<file path="src/rtl/det_pkg.sv">
package det_pkg;
    localparam int unsigned ADDR_W     = 8;
    localparam int unsigned CH_STRIDE  = 4;
    localparam int unsigned PRE_LSB    = 8;
    localparam logic [7:0]  OFS_CTRL   = 8'h00;
    localparam logic [7:0]  OFS_MATCH  = 8'h18;
    localparam logic [7:0]  OFS_COUNT  = 8'h48;
    localparam logic [7:0]  OFS_STATUS = 8'h60;

    typedef enum logic [0:0] {
        CH_STOP = 1'b0,
        CH_RUN  = 1'b1
    } ch_state_e;
endpackage

</file>
<file path="src/rtl/det_regif.sv">
module det_regif
    import det_pkg::*;
#(
    parameter int unsigned NUM_CH = 2,
    parameter int unsigned CNT_W  = 32,
    parameter int unsigned DATA_W = 32
) (
    input  logic                          clk,
    input  logic                          rst_n,
    input  logic                          wen,
    input  logic [ADDR_W-1:0]             addr,
    input  logic [NUM_CH-1:0][DATA_W-1:0] ctrl_word,
    input  logic [NUM_CH-1:0][CNT_W-1:0]  match_val,
    input  logic [NUM_CH-1:0][CNT_W-1:0]  cnt_val,
    input  logic [NUM_CH-1:0]             stat_val,
    output logic [NUM_CH-1:0]             ctrl_we,
    output logic [NUM_CH-1:0]             match_we,
    output logic [NUM_CH-1:0]             cnt_we,
    output logic                          stat_we,
    output logic [DATA_W-1:0]             rdata
);
    genvar g;
    generate
        for (g = 0; g < NUM_CH; g++) begin : g_dec
            localparam logic [ADDR_W-1:0] A_CTRL  = OFS_CTRL  + ADDR_W'(g * CH_STRIDE);
            localparam logic [ADDR_W-1:0] A_MATCH = OFS_MATCH + ADDR_W'(g * CH_STRIDE);
            localparam logic [ADDR_W-1:0] A_COUNT = OFS_COUNT + ADDR_W'(g * CH_STRIDE);
            assign ctrl_we[g]  = wen && (addr == A_CTRL);
            assign match_we[g] = wen && (addr == A_MATCH);
            assign cnt_we[g]   = wen && (addr == A_COUNT);
        end
    endgenerate

    assign stat_we = wen && (addr == OFS_STATUS);

    always_comb begin
        rdata = '0;
        for (int i = 0; i < NUM_CH; i++) begin
            if (addr == OFS_CTRL + ADDR_W'(i * CH_STRIDE))
                rdata = ctrl_word[i];
            if (addr == OFS_MATCH + ADDR_W'(i * CH_STRIDE))
                rdata = DATA_W'(match_val[i]);
            if (addr == OFS_COUNT + ADDR_W'(i * CH_STRIDE))
                rdata = DATA_W'(cnt_val[i]);
        end
        if (addr == OFS_STATUS)
            rdata = DATA_W'(stat_val);
    end

    AST_ONE_TARGET: assert property (@(posedge clk) disable iff (!rst_n)
        $onehot0({ctrl_we, match_we, cnt_we, stat_we}));
endmodule

</file>
<file path="src/rtl/det_channel.sv">
module det_channel
    import det_pkg::*;
#(
    parameter int unsigned CNT_W  = 32,
    parameter int unsigned PRE_W  = 8,
    parameter int unsigned DATA_W = 32
) (
    input  logic              clk,
    input  logic              rst_n,
    input  logic              ctrl_we,
    input  logic              match_we,
    input  logic              cnt_we,
    input  logic [DATA_W-1:0] wdata,
    output logic              en_o,
    output logic              ien_o,
    output logic              mode_o,
    output logic [PRE_W-1:0]  pre_o,
    output logic [CNT_W-1:0]  match_o,
    output logic [CNT_W-1:0]  cnt_o,
    output logic              match_evt_o
);
    logic             en_q, ien_q, mode_q;
    logic [PRE_W-1:0] pre_q, pre_cnt_q;
    logic [CNT_W-1:0] cnt_q, match_q;
    ch_state_e        state_q, state_d;
    logic             run, tick;

    // control and match registers
    always_ff @(posedge clk or negedge rst_n) begin
        if (!rst_n) begin
            en_q    <= 1'b0;
            ien_q   <= 1'b0;
            mode_q  <= 1'b0;
            pre_q   <= '0;
            match_q <= '0;
        end else begin
            if (ctrl_we) begin
                en_q   <= wdata[0];
                ien_q  <= wdata[1];
                mode_q <= wdata[2];
                pre_q  <= wdata[PRE_LSB +: PRE_W];
            end
            if (match_we)
                match_q <= wdata[CNT_W-1:0];
        end
    end

    // state register
    always_ff @(posedge clk or negedge rst_n) begin
        if (!rst_n) state_q <= CH_STOP;
        else        state_q <= state_d;
    end

    // next state: STOP_TO_RUN and RUN_TO_STOP
    always_comb begin
        state_d = state_q;
        unique case (state_q)
            CH_STOP: if (en_q)  state_d = CH_RUN;
            CH_RUN:  if (!en_q) state_d = CH_STOP;
            default:            state_d = CH_STOP;
        endcase
    end

    // outputs of the state machine
    always_comb begin
        run         = (state_q == CH_RUN) && en_q;
        tick        = run && (pre_cnt_q >= pre_q);
        match_evt_o = tick && !cnt_we && (cnt_q == match_q);
    end

    always_ff @(posedge clk or negedge rst_n) begin
        if (!rst_n)                 pre_cnt_q <= '0;
        else if (!run || cnt_we)    pre_cnt_q <= '0;
        else if (tick)              pre_cnt_q <= '0;
        else                        pre_cnt_q <= pre_cnt_q + 1'b1;
    end

    always_ff @(posedge clk or negedge rst_n) begin
        if (!rst_n)       cnt_q <= '0;
        else if (cnt_we)  cnt_q <= wdata[CNT_W-1:0];
        else if (tick)    cnt_q <= cnt_q + 1'b1;
    end

    assign en_o    = en_q;
    assign ien_o   = ien_q;
    assign mode_o  = mode_q;
    assign pre_o   = pre_q;
    assign match_o = match_q;
    assign cnt_o   = cnt_q;

    AST_STOP_HOLDS: assert property (@(posedge clk) disable iff (!rst_n)
        (!en_q && !cnt_we) |=> $stable(cnt_q));
    AST_STEP_ONE: assert property (@(posedge clk) disable iff (!rst_n)
        (tick && !cnt_we) |=> (cnt_q == CNT_W'($past(cnt_q) + 1'b1)));
    AST_LOAD_WINS: assert property (@(posedge clk) disable iff (!rst_n)
        cnt_we |=> (cnt_q == $past(wdata[CNT_W-1:0])));
    AST_ARM_GAP: assert property (@(posedge clk) disable iff (!rst_n)
        $rose(en_q) |-> !tick);
endmodule

</file>
<file path="src/rtl/det_status.sv">
module det_status #(
    parameter int unsigned NUM_CH = 2,
    parameter int unsigned DATA_W = 32
) (
    input  logic              clk,
    input  logic              rst_n,
    input  logic [NUM_CH-1:0] match_evt,
    input  logic              clr_we,
    input  logic [DATA_W-1:0] wdata,
    input  logic [NUM_CH-1:0] ien,
    output logic [NUM_CH-1:0] stat,
    output logic [NUM_CH-1:0] irq
);
    logic [NUM_CH-1:0] stat_q, stat_d, clr_mask;

    assign clr_mask = clr_we ? wdata[NUM_CH-1:0] : '0;

    always_comb begin
        for (int i = 0; i < NUM_CH; i++)
            stat_d[i] = match_evt[i] | (stat_q[i] & ~clr_mask[i]);
    end

    always_ff @(posedge clk or negedge rst_n) begin
        if (!rst_n) stat_q <= '0;
        else        stat_q <= stat_d;
    end

    assign stat = stat_q;
    assign irq  = stat_q & ien;

    genvar g;
    generate
        for (g = 0; g < NUM_CH; g++) begin : g_chk
            AST_SET_WINS: assert property (@(posedge clk) disable iff (!rst_n)
                match_evt[g] |=> stat_q[g]);
            AST_W1C: assert property (@(posedge clk) disable iff (!rst_n)
                (clr_we && wdata[g] && !match_evt[g]) |=> !stat_q[g]);
            AST_NO_FALSE_SET: assert property (@(posedge clk) disable iff (!rst_n)
                (!stat_q[g] && !match_evt[g]) |=> !stat_q[g]);
        end
    endgenerate
endmodule

</file>
<file path="src/rtl/dual_event_timer.sv">
module dual_event_timer
    import det_pkg::*;
#(
    parameter int unsigned NUM_CH = 2,
    parameter int unsigned CNT_W  = 32,
    parameter int unsigned PRE_W  = 8,
    parameter int unsigned DATA_W = 32
) (
    input  logic              clk,
    input  logic              rst_n,
    input  logic              bus_wen,
    input  logic [7:0]        bus_addr,
    input  logic [31:0]       bus_wdata,
    output logic [31:0]       bus_rdata,
    output logic [1:0]        irq_out
);
    logic [NUM_CH-1:0][DATA_W-1:0] ctrl_word;
    logic [NUM_CH-1:0][CNT_W-1:0]  match_val, cnt_val;
    logic [NUM_CH-1:0]             ctrl_we, match_we, cnt_we;
    logic [NUM_CH-1:0]             en, ien, mode, evt, stat;
    logic [NUM_CH-1:0][PRE_W-1:0]  pre;
    logic                          stat_we;

    det_regif #(.NUM_CH(NUM_CH), .CNT_W(CNT_W), .DATA_W(DATA_W)) u_regif (
        .clk      (clk),
        .rst_n    (rst_n),
        .wen      (bus_wen),
        .addr     (bus_addr),
        .ctrl_word(ctrl_word),
        .match_val(match_val),
        .cnt_val  (cnt_val),
        .stat_val (stat),
        .ctrl_we  (ctrl_we),
        .match_we (match_we),
        .cnt_we   (cnt_we),
        .stat_we  (stat_we),
        .rdata    (bus_rdata)
    );

    genvar g;
    generate
        for (g = 0; g < NUM_CH; g++) begin : g_ch
            det_channel #(.CNT_W(CNT_W), .PRE_W(PRE_W), .DATA_W(DATA_W)) u_ch (
                .clk        (clk),
                .rst_n      (rst_n),
                .ctrl_we    (ctrl_we[g]),
                .match_we   (match_we[g]),
                .cnt_we     (cnt_we[g]),
                .wdata      (bus_wdata),
                .en_o       (en[g]),
                .ien_o      (ien[g]),
                .mode_o     (mode[g]),
                .pre_o      (pre[g]),
                .match_o    (match_val[g]),
                .cnt_o      (cnt_val[g]),
                .match_evt_o(evt[g])
            );
            assign ctrl_word[g] = DATA_W'({pre[g], 5'b00000, mode[g], ien[g], en[g]});
        end
    endgenerate

    det_status #(.NUM_CH(NUM_CH), .DATA_W(DATA_W)) u_status (
        .clk      (clk),
        .rst_n    (rst_n),
        .match_evt(evt),
        .clr_we   (stat_we),
        .wdata    (bus_wdata),
        .ien      (ien),
        .stat     (stat),
        .irq      (irq_out)
    );
endmodule

</file>
<file path="config.mk">
export PLATFORM = sky130hd
export DESIGN_NAME = dual_event_timer
export DESIGN_NICKNAME = d
export VERILOG_FILES = /design/src/rtl/det_pkg.sv /design/src/rtl/det_regif.sv /design/src/rtl/det_channel.sv /design/src/rtl/det_status.sv /design/src/rtl/dual_event_timer.sv
export SDC_FILE = /design/constraint.sdc
export NUM_CORES = 1
export LEC_CHECK = 0
export ABC_AREA = 1
export BUFFER_PORTS_ARGS = -buffer_cell sky130_fd_sc_hd__buf_2
export CAP_MARGIN = 30
export CELL_PAD_IN_SITES_DETAIL_PLACEMENT = 0
export CELL_PAD_IN_SITES_GLOBAL_PLACEMENT = 1
export CORE_MARGIN = 2
export CORE_UTILIZATION = 45
export CTS_CLUSTER_DIAMETER = 50
export DETAILED_ROUTE_END_ITERATION = 8
export PLACE_DENSITY = 0.85
export SLEW_MARGIN = 0
export SYNTH_ARGS = -nofsm -noshare
export SYNTH_HDL_FRONTEND = slang
export SYNTH_SLANG_ARGS = --single-unit
</file>
<file path="constraint.sdc">
create_clock -name clk -period 1.9 [get_ports clk]
set_input_delay 0.19 -clock clk [delete_from_list [all_inputs] [get_ports clk]]
set_output_delay 0.19 -clock clk [all_outputs]
set_load 0.01 [all_outputs]
</file>
==> summary.md <==
| Metric | Value |
|---|---|
| FF+latch area | 0.00427 mm² |
| Cells after Synth | 1,682 |
| Standard-cell rows | 58 |
| Register bit count reported by yosys | 170 |
| Ratio of cells with drive above 1 in the final layout | 15.2% |
| Syn nets | around 1.7k |
| Max-Slew Margin vs Limit | 66.5% |
| Number of warnings reported in the yosys synthesis log | 0 |
| Number of cells on the worst hold path | 3 |
| Number of nets in the finished design | 1,850 |
| Die area | ~0.027 mm² |
| Max Fclk | 539 MHz |
| Final Cycle Share | approximately 98% |
| TritonRoute pass-1 iters | 8 |
| Worst Max-Slew Pin Slew | 0.502 ns |
| Cell type with the highest aggregate area in the netlist | sky130_fd_sc_hd__dfrtp_1 |
| Dominant delay contributor by cell family on the critical path | flip-flops |
| Vias in the first global route | about 11k |
| Max rail drop VDD | between 0.0005 and 0.0006 V |
| Clock Skew | between 0.02 and 0.025 ns |
| Worst setup EP type | primary output |
| Clock sinks | 170 |
| Total standard cell area after synthesis | around 0.011 mm² |
| PD cells | 624 mW/mm² |
| Data arrival at the endpoint of the critical path | between 1.5 and 2 ns |
| Total clock buffers created by CTS | 17 |
| Number of nets with antenna violations after routing | 0 |
| Buffer and inverter count on the worst path | 2 |
| Area of the core | between 0.02 and 0.03 mm² |
| Largest net degree at the start of global routing | between 60 and 70 |
| Worst reg2reg setup slack | around 0.10 ns |
| Number of stages on the worst setup path | 6 |
| Proportion of netlist area held by the largest area contributor | 37.2% |
| Distinct cell type count of the synthesized netlist | 38 |
| Number of antenna violations at the first check in global routing | 0 |
| Number of hold violations in the final report | 0 |
| Ports | 77 |
| DIE WIDTH | about 160 µm |
| Highest-delay cell along the critical path | sky130_fd_sc_hd__dfrtp_1 |
| Fraction of the yosys area taken by sequential cells | 37.2% |
| Delay of the slowest cell on the worst path | 0.41 ns |
| H-tree depth | 4 |
| Design area | 0.0133 mm² |
| Minimum clock period after layout | 1.85 ns |
| Largest cells by area after synthesis | sky130_fd_sc_hd__dfrtp_1 37%, sky130_fd_sc_hd__nand2_1 19%, sky130_fd_sc_hd__nand3_1 7.3%, sky130_fd_sc_hd__xor2_1 6.4%, sky130_fd_sc_hd__nor2_1 5.4% |
| Routed length per placed instance | 18.1 µm |
| Worst endpoint required time | 1.71 ns |
| Post-synthesis async set-or-reset flop share | 100% |
| Iteration-0 DRC count of the detailed router | roughly 1.1k |
| Worst-case clock buffer depth | 2 |
| Series of cell instances along the critical path | buf_4 > nand3_1 > nand2_1 > o21ai_2 > a21oi_1 > buf_2 |
| Wire length of the first global-routing pass | about 60 mm |
| Count of antenna diodes in the layout | 0 |
| Avg Cell Area, Syn | 6.79 µm² |
| Multi-input combinational cell area | between 0.006 and 0.007 mm² |
| Instance area after placement | 0.0125 mm² |
| Depth of the worst register-to-register path | 7 |
| Unrepaired setup endpoints after global routing | true |
| Overall die height | 163 µm |
| Number of port buffers | between 70 and 80 |
| Number of vias after detailed routing | 11.4k |
| Slew Viols, Final | 0 |
| Hold/Removal Path Class | in2reg |
| Starting density of the core | a little under half |
| Final GP Congestion | 0.955 |
| Dominant synthesized flop cell | sky130_fd_sc_hd__dfrtp_1 |
| Critical path type | reg2out |
| Number of max-cap violations | 0 |
| Via-to-Cell Ratio | 5.35 |
| Number of enable-type register cells in the synthesized netlist | 0 |
| TritonCTS clock tree | built |
| Run status | completed |
| Startpoint class of the critical path | flip-flop |
| Post-layout utilization of the core | 53.2% |
| Filler cell count | 2,530 |
| DPL Wire Length | roughly 30 mm |
| GRT overflow | 0 |
| Total leakage power | 6.62 nW |
| CTS clk-pin slew, worst paths | 0.08 ns |
| Residual DRC | 0 |
| Clock latency on the worst-skew pair | approximately 0.45 ns |
| Setup violation total in the final timing report | 0 |
| P&R area growth vs syn | 16.6% |
| Maximum fanout encountered on the critical timing path | 4 |
| Global-route total usage across every layer | 29.8% |
| Total wire length after detailed routing | 38.6 mm |
| Clock root buffer master | sky130_fd_sc_hd__clkbuf_16 |
-- cells in the final DEF, fill, tap and decap left out, types with 4 or more instances in the layout --
| master | count |
|---|---|
| sky130_fd_sc_hd__clkinv_2 | 4 |
| sky130_fd_sc_hd__nor2_1 | 156 |
| sky130_fd_sc_hd__o21ai_2 | 10 |
| sky130_fd_sc_hd__clkbuf_16 | 17 |
| sky130_fd_sc_hd__o21ai_0 | 90 |
| sky130_fd_sc_hd__nor3_1 | 15 |
| sky130_fd_sc_hd__buf_12 | 12 |
| sky130_fd_sc_hd__dfrtp_2 | 11 |
| sky130_fd_sc_hd__nand2_2 | 10 |
| sky130_fd_sc_hd__ha_1 | 20 |
| sky130_fd_sc_hd__nor2_2 | 13 |
| sky130_fd_sc_hd__a21oi_1 | 29 |
| sky130_fd_sc_hd__o21ai_1 | 52 |
| sky130_fd_sc_hd__inv_6 | 5 |
| sky130_fd_sc_hd__inv_2 | 12 |
| sky130_fd_sc_hd__inv_1 | 132 |
| sky130_fd_sc_hd__nor2_4 | 5 |
| sky130_fd_sc_hd__nand2_4 | 5 |
| sky130_fd_sc_hd__nand2_1 | 577 |
| sky130_fd_sc_hd__dlygate4sd3_1 | 5 |
| sky130_fd_sc_hd__buf_2 | 75 |
| sky130_fd_sc_hd__nand3_1 | 165 |
| sky130_fd_sc_hd__dfrtp_1 | 159 |
| sky130_fd_sc_hd__nand4_1 | 13 |
| sky130_fd_sc_hd__buf_4 | 71 |
| sky130_fd_sc_hd__xnor2_1 | 19 |
| sky130_fd_sc_hd__xor2_1 | 84 |
-- logic make-up (layout without fill, tap and decap cells) --
group                      Yosys count  after routing  share of synthesized area (%)
and+or+nand+nor                    966            966                           35.1
buffers and inverters              227            345                           8.52
adders and majority gates           20             20                           2.19
xor gates and xnor gates           103            103                           7.90
AOI/OAI and AO/OA                  196            196                           9.06
DFF                                170            170                           37.2
-- stage by stage --
stage | hold slack, ns | std cells | TNS [ns] | worst slack (ns) | power (mW)
final | 0.0197 | 2130 | 0 | 0.0455 | 8.31
after global routing | 0.0401 | 2130 | -0.117 | -0.0190 | 8.63
after CTS | 0.0155 | 2125 | 0 | 0.0158 | 8.31
after detailed placement | 0.160 | 2087 | -0.00917 | -0.00917 | 4.96
after global placement | 0.161 | 2087 | 0 | 0.0351 | 4.94
after floorplan | -0.106 | 1682 | 0 | 0.167 | 4.52
-- what timing repair did --
item,4_1_cts,5_1_grt
endpoints found under the hold margin,43,0
endpoints found under the setup margin,11,87
pin swaps,0,4
setup buffers,1,5
hold buffers,5,0
resized for setup,8,46
-- final cells by class --
type | instances | area share, %
clock inverters | 14 | 0.864
flip-flops and latches | 170 | 32.0
clock buffers | 18 | 3.30
multi-input cells | 1285 | 47.2
well taps | 330 | 3.10
inverters | 146 | 4.14
repair buffers | 167 | 9.36
-- layer usage --
metal | up-vias | share of wire [%] | track usage [%]
li1 | 5546 | - | -
met1 | 5410 | 44 | 40.9
met2 | 388 | 48 | 48.8
met3 | 58 | 5.7 | 3.86
met4 | 0 | 2.7 | 9.49
met5 | - | 0 | 0
-- report_power, final --
group,internal [mW],switching [mW],leakage (nW)
Clock,1.74,1.66,0.267
Sequential,3.77,0.181,2.30
Combinational,0.359,0.610,4.05
-- flip-flops by register name, summed over array words and instances, names as in the netlist --
signal,count
g_ch.u_ch.en_o,2
g_ch.u_ch.ien_o,2
u_status.stat,2
g_ch.u_ch.pre_cnt_q,16
g_ch.u_ch.cnt_o,64
g_ch.u_ch.match_o,64
g_ch.u_ch.state_q,2
g_ch.u_ch.pre_o,16
g_ch.u_ch.mode_o,2
-- Yosys cell counts (15+ instances only) --
master and n:
sky130_fd_sc_hd__nand3_1 167, sky130_fd_sc_hd__a21oi_1 32, sky130_fd_sc_hd__buf_2 23, sky130_fd_sc_hd__o21ai_0 97, sky130_fd_sc_hd__ha_1 20, sky130_fd_sc_hd__nand2_1 579
sky130_fd_sc_hd__xnor2_1 19, sky130_fd_sc_hd__xor2_1 84, sky130_fd_sc_hd__nor3_1 15, sky130_fd_sc_hd__o21ai_1 49, sky130_fd_sc_hd__inv_1 133, sky130_fd_sc_hd__nor2_1 164
sky130_fd_sc_hd__clkbuf_1 30, sky130_fd_sc_hd__dfrtp_1 170
-- final timing paths --
kind | start | end
setup / recovery | g_ch[0].u_ch.cnt_o[11]$_DFFE_PN0P_ | bus_rdata[11]
hold / removal | bus_wdata[1] | g_ch[1].u_ch.cnt_o[1]$_DFFE_PN0P_
setup reg to reg | g_ch[1].u_ch.cnt_o[1]$_DFFE_PN0P_ | g_ch[1].u_ch.cnt_o[22]$_DFFE_PN0P_
hold reg to reg | g_ch[1].u_ch.en_o$_DFFE_PN0P_ | g_ch[1].u_ch.state_q$_DFF_PN0_
max in group asynchronous | rst_n | g_ch[0].u_ch.cnt_o[10]$_DFFE_PN0P_
min in group asynchronous | rst_n | g_ch[0].u_ch.pre_o[5]$_DFFE_PN0P_
-- tightest hold or removal path: stages --
cell	delay (ns)
sky130_fd_sc_hd__buf_2	0.12
sky130_fd_sc_hd__nand2_1	0.06
sky130_fd_sc_hd__nand3_1	0.07
Note: power is estimated with default switching activity, not from simulation.
